$ cat src/rtl/sdc_pkg.sv
package sdc_pkg;
  typedef enum logic [1:0] {
    ACT_HOLD  = 2'd0,
    ACT_STEP  = 2'd1,
    ACT_CLEAR = 2'd2,
    ACT_NINE  = 2'd3
  } act_e;

  // preset > clear > count
  function automatic act_e pick_act(input logic nine, input logic clr, input logic fall);
    if (nine)      return ACT_NINE;
    else if (clr)  return ACT_CLEAR;
    else if (fall) return ACT_STEP;
    else           return ACT_HOLD;
  endfunction
endpackage

$ cat src/rtl/fall_detect.sv
module fall_detect #(
  parameter int N = 2
) (
  input  logic         clk_i,
  input  logic         rst_ni,
  input  logic [N-1:0] strobe_i,
  output logic [N-1:0] fall_o
);
  logic [N-1:0] prev_q;

  always_ff @(posedge clk_i or negedge rst_ni) begin
    if (!rst_ni) prev_q <= '0;
    else         prev_q <= strobe_i;
  end

  assign fall_o = prev_q & ~strobe_i;
endmodule

$ cat src/rtl/mod_counter.sv
module mod_counter
  import sdc_pkg::*;
#(
  parameter int MOD      = 5,
  parameter int W        = (MOD > 1) ? $clog2(MOD) : 1,
  parameter int NINE_VAL = MOD - 1
) (
  input  logic         clk_i,
  input  logic         rst_ni,
  input  act_e         act_i,
  output logic [W-1:0] q_o
);
  localparam logic [W-1:0] LAST = W'(MOD - 1);
  localparam logic [W-1:0] NINE = W'(NINE_VAL);

  logic [W-1:0] q_q, q_d;

  always_comb begin
    unique case (act_i)
      ACT_NINE:  q_d = NINE;
      ACT_CLEAR: q_d = '0;
      ACT_STEP:  q_d = (q_q == LAST) ? '0 : q_q + 1'b1;
      default:   q_d = q_q;
    endcase
  end

  always_ff @(posedge clk_i or negedge rst_ni) begin
    if (!rst_ni) q_q <= '0;
    else         q_q <= q_d;
  end

  assign q_o = q_q;
endmodule

$ cat src/rtl/split_decade_ctr.sv
module split_decade_ctr
  import sdc_pkg::*;
#(
  parameter int LO_MOD = 2,
  parameter int HI_MOD = 5,
  localparam int LO_W  = $clog2(LO_MOD),
  localparam int HI_W  = $clog2(HI_MOD),
  localparam int QW    = LO_W + HI_W
) (
  input  logic          clk_i,
  input  logic          rst_ni,
  input  logic          cnt_a_i,
  input  logic          cnt_b_i,
  input  logic          clr_a_i,
  input  logic          clr_b_i,
  input  logic          nine_a_i,
  input  logic          nine_b_i,
  output logic [QW-1:0] q_o
);
  logic [1:0] fall;
  logic       clr_all, nine_all;
  act_e       act_lo, act_hi;

  fall_detect #(.N(2)) u_fall (
    .clk_i    (clk_i),
    .rst_ni   (rst_ni),
    .strobe_i ({cnt_b_i, cnt_a_i}),
    .fall_o   (fall)
  );

  assign clr_all  = clr_a_i & clr_b_i;
  assign nine_all = nine_a_i & nine_b_i;
  assign act_lo   = pick_act(nine_all, clr_all, fall[0]);
  assign act_hi   = pick_act(nine_all, clr_all, fall[1]);

  // nine = top of each section: 1 + 2*4
  mod_counter #(.MOD(LO_MOD), .W(LO_W), .NINE_VAL(LO_MOD - 1)) u_lo (
    .clk_i  (clk_i),
    .rst_ni (rst_ni),
    .act_i  (act_lo),
    .q_o    (q_o[LO_W-1:0])
  );

  mod_counter #(.MOD(HI_MOD), .W(HI_W), .NINE_VAL(HI_MOD - 1)) u_hi (
    .clk_i  (clk_i),
    .rst_ni (rst_ni),
    .act_i  (act_hi),
    .q_o    (q_o[QW-1:LO_W])
  );
endmodule

$ cat config.mk
export PLATFORM = sky130hd
export DESIGN_NAME = split_decade_ctr
export DESIGN_NICKNAME = d
export VERILOG_FILES = /design/src/rtl/sdc_pkg.sv /design/src/rtl/fall_detect.sv /design/src/rtl/mod_counter.sv /design/src/rtl/split_decade_ctr.sv
export SDC_FILE = /design/constraint.sdc
export NUM_CORES = 1
export LEC_CHECK = 0
export BUFFER_PORTS_ARGS = -buffer_cell sky130_fd_sc_hd__buf_2
export CAP_MARGIN = 20
export CORE_AREA = 3 3 40 42
export DETAILED_ROUTE_END_ITERATION = 8
export DIE_AREA = 0 0 43 45
export GPL_ROUTABILITY_DRIVEN = 0
export PLACE_DENSITY = 0.54
export SYNTH_ARGS = -nofsm -noshare
export SYNTH_HDL_FRONTEND = slang
export SYNTH_SLANG_ARGS = --single-unit
$ cat constraint.sdc
create_clock -name clk_i -period 1.67 [get_ports clk_i]
set_input_delay 0.2505 -clock clk_i [delete_from_list [all_inputs] [get_ports clk_i]]
set_output_delay 0.2505 -clock clk_i [all_outputs]
set_load 0.1 [all_outputs]
==> metrics.md <==
| Metric | Value |
|---|---|
| Final setup fails | 0 |
| Number of global-route vias before repair | 262 |
| Die Outline Area | 1935 um2 |
| Start of the worst register-to-register path | u_fall.prev_q[1]$_DFF_PN0_ |
| Headroom to the max-slew limit | 67.75% |
| Worst reg2reg path endpoint | u_hi.q_o[2]$_DFFE_PN0P_ |
| PnR worst setup slack | 0.3185 ns |
| Number of rows created at floorplan | 13 |
| Slew at the pin closest to its max-slew limit | 0.4871 ns |
| Syn-to-layout area delta | 29.17% |
| Setup repair after global routing missed its margin | false |
| Count of final hold-check violations | 0 |
| Number of cells traversed by the worst register-to-register path | 6 |
| Max stage delay cell, worst path | dfrtp_1 |
| Resized cells post-CTS | 0 |
| Largest fanout of any net on the critical path | 7 |
| Hold depth | 1 |
| GRT Overall Usage | 8.215% |
| Largest net degree at the start of global routing | 8 |
| Final Critical Period | 1.351 ns |
| DRC violation count after routing | 0 |
| End point of the critical path | u_hi.q_o[2]$_DFFE_PN0P_ |
| Initial antenna violation count | 0 |
| Post-synthesis instance total | 36 |
| Number of synthesis warnings | 0 |
| Initial core utilization | 28.04% |
| Largest cells by area after synthesis | dfrtp_1, ha_1, nand2_1, inv_1, nor3b_1 |
| Endpoint arrival time on the critical path | 1.49 ns |
| TritonCTS Sinks | 6 |
| Syn_nets | 49 |
| Detailed router's first-iteration violation count | 3 |
| Synth Area per Inst | 10.01 um2 |
| CP endpoint kind | register |
| Final Max Slew Viols | 0 |
| TritonCTS Buffers | 3 |
| Sequential-to-total area share from yosys stat | 41.67% |
| TritonCTS clock tree | yes |
| Worst setup skew after layout | 0.01039 ns |
| Router iterations before antenna repair | 4 |
| Vias after detailed routing | 278 |
| Placed instance area | 429.2 um2 |
| Number of top-level design ports | 12 |
| Sum Neg Setup Slack | 0 ns |
| Slack of the worst reg-to-reg path | 0.32 ns |
| Port bufs | 11 |
| Layout filler cell count | 140 |
| Critical path data required time | 1.81 ns |
| Series of cell instances along the critical path | nand3b_1 -> and2_1 -> ha_1 -> nor3b_1 -> o21ai_1 -> o311ai_1 |
| Leakage component of the power | 0.0002330 uW |
| Insertion delay to the later sink of the worst-skew pair | 0.25 ns |
| ANT nets after route | 0 |
| Netlist cell types | 15 |
| Post-layout net count | 65 |
| Post-synth design cell area | 360.3 um2 |
| Tcrit/Tclk final | 80.93% |
| Outcome | finished, final reports clean |
| Horizontal extent of the die | 43 um |
| H-Tree Depth | 1 |
| DP Worst Slack | 0.1890 ns |
| Core Box Area | 1285 um2 |
| Hold crit path type | input port to register |
| Wire length after detailed routing | 654 um |
| Post-CTS setup repair buffer count | 0 |
| Vert. Die Dim | 45 um |
| Final hold slack | 0.1234 ns |
| WL/cell | 9.909 um |
| Fraction of final layout cells sized beyond drive strength 1 | 37.25% |
| Wire length of the first global-routing pass | 1.069 mm |
| Clock tree root buffer cell | clkbuf_4 |
| Hold-fix buffers, CTS | 1 |
| Reported max-cap violation count | 0 |
| Final standard cell area without fillers | 465.4 um2 |
| Slowest Stage Delay on Critical Path | 0.33 ns |
| Total of flip-flops plus latches after synthesis | 6 |
| Antenna fix cells | 0 |
| Startpoint kind of the worst setup timing path | register |
| Portion of synthesized cell area occupied by the leading cell type | 41.67% |
| Pwr per Cell Area | 1039 nW/um2 |
| Largest area contributor in the netlist | dfrtp_1 |
| Congestion Overflow GR | 0 |
| Worst ir drop on vdd | 433.8 uV |
| Vias per std cell | 4.212 |
| Clock slew at the register clock pins of the worst setup and hold paths | 0.04 ns |
| Source of the critical timing path | u_fall.prev_q[1]$_DFF_PN0_ |
| Clock Path Buffers | 2 |
| Achievable Freq | 0.7399 GHz |
| Setup Crit Path Kind | register to register |
| Post-layout util | 36.22% |
==> Yosys cell counts <==
| master | count |
|---|---|
| nor4b_2 | 1 |
| o21ai_1 | 1 |
| nand3b_1 | 1 |
| o21ai_0 | 2 |
| inv_1 | 4 |
| buf_4 | 1 |
| nor2b_2 | 1 |
| nor3b_1 | 2 |
| o311ai_1 | 1 |
| and2_1 | 1 |
| nand2_1 | 8 |
| dfrtp_1 | 6 |
| xnor2_1 | 1 |
| a22o_2 | 1 |
| ha_1 | 5 |
==> worst max-delay path: cells and delay by family (launching register included) <==
kind / cells / cell delay [ns]
compound gates: 2 / 0.17
fa+ha+maj: 1 / 0.28
flops: 1 / 0.33
simple gates: 3 / 0.47
==> area by class of cell <==
type,instances,area (um2),area share [%]
well taps,15,18.77,4.032
repair buffers,12,65.06,13.98
flip-flops and latches,6,152.6,32.80
clock buffers,4,26.28,5.645
inverters,4,15.01,3.226
multi-input cells,25,187.7,40.32
==> layer usage <==
layer / global-route usage [%] / vias up / wire [um]
met4: 7.229 / 0 / 0
met2: 10.18 / 10 / 292
met5: 0 / - / 0
met1: 10.57 / 120 / 323
met3: 3.586 / 0 / 38
li1: - / 148 / -
==> cells by family after synthesis <==
family	Yosys count	synth area share, %
buffers and inverters	5	6.250
AO/OA/AOI/OAI	5	9.374
adder cells (fa/ha/maj)	5	17.36
flip-flops	6	41.67
XOR/XNOR	1	2.431
AND/OR/NAND/NOR	14	22.92
==> report_power, final <==
group          switching, uW  leakage, uW  internal [uW]
clock network           60.9    0.0000150           91.0
registers               12.8    0.0000709            160
logic                    119     0.000147           39.7
total                    193     0.000233            291
==> sequential cells by signal (all words and copies together) (netlist names) <==
signal and flops:
u_hi.q_o 3, u_fall.prev_q 2, u_lo.q_o 1
==> worst min-delay path by stage <==
stage | end | from | slack (ns)
after global placement | u_fall.prev_q[0]$_DFF_PN0_ | rst_ni | 0.08
final | u_fall.prev_q[1]$_DFF_PN0_ | cnt_b_i | 0.12
after CTS | u_fall.prev_q[1]$_DFF_PN0_ | cnt_b_i | 0.11
after floorplan | u_fall.prev_q[0]$_DFF_PN0_ | rst_ni | -0.05
after global routing | u_fall.prev_q[1]$_DFF_PN0_ | cnt_b_i | 0.11
after detailed placement | u_fall.prev_q[0]$_DFF_PN0_ | rst_ni | 0.08
==> through the flow <==
stage,instances,power (uW)
6_report,66,483.7
3_3_place_gp,61,332.8
2_1_floorplan,36,306.2
4_1_cts,66,494.6
5_1_grt,66,517.1
3_5_place_dp,61,333.5
==> placed cells by master (no fill, tap or decap) <==
master / count
a22o_2: 1
and2_1: 1
buf_2: 11
clkbuf_1: 1
clkbuf_4: 3
dfrtp_1: 4
dfrtp_2: 2
dlygate4sd3_1: 1
ha_1: 5
inv_1: 4
nand2_1: 8
nand3b_1: 1
nor2b_2: 1
nor3b_1: 2
nor4b_2: 1
o21ai_0: 2
o21ai_1: 1
o311ai_1: 1
xnor2_1: 1
No activity file was read; power rests on OpenSTA's default activity.
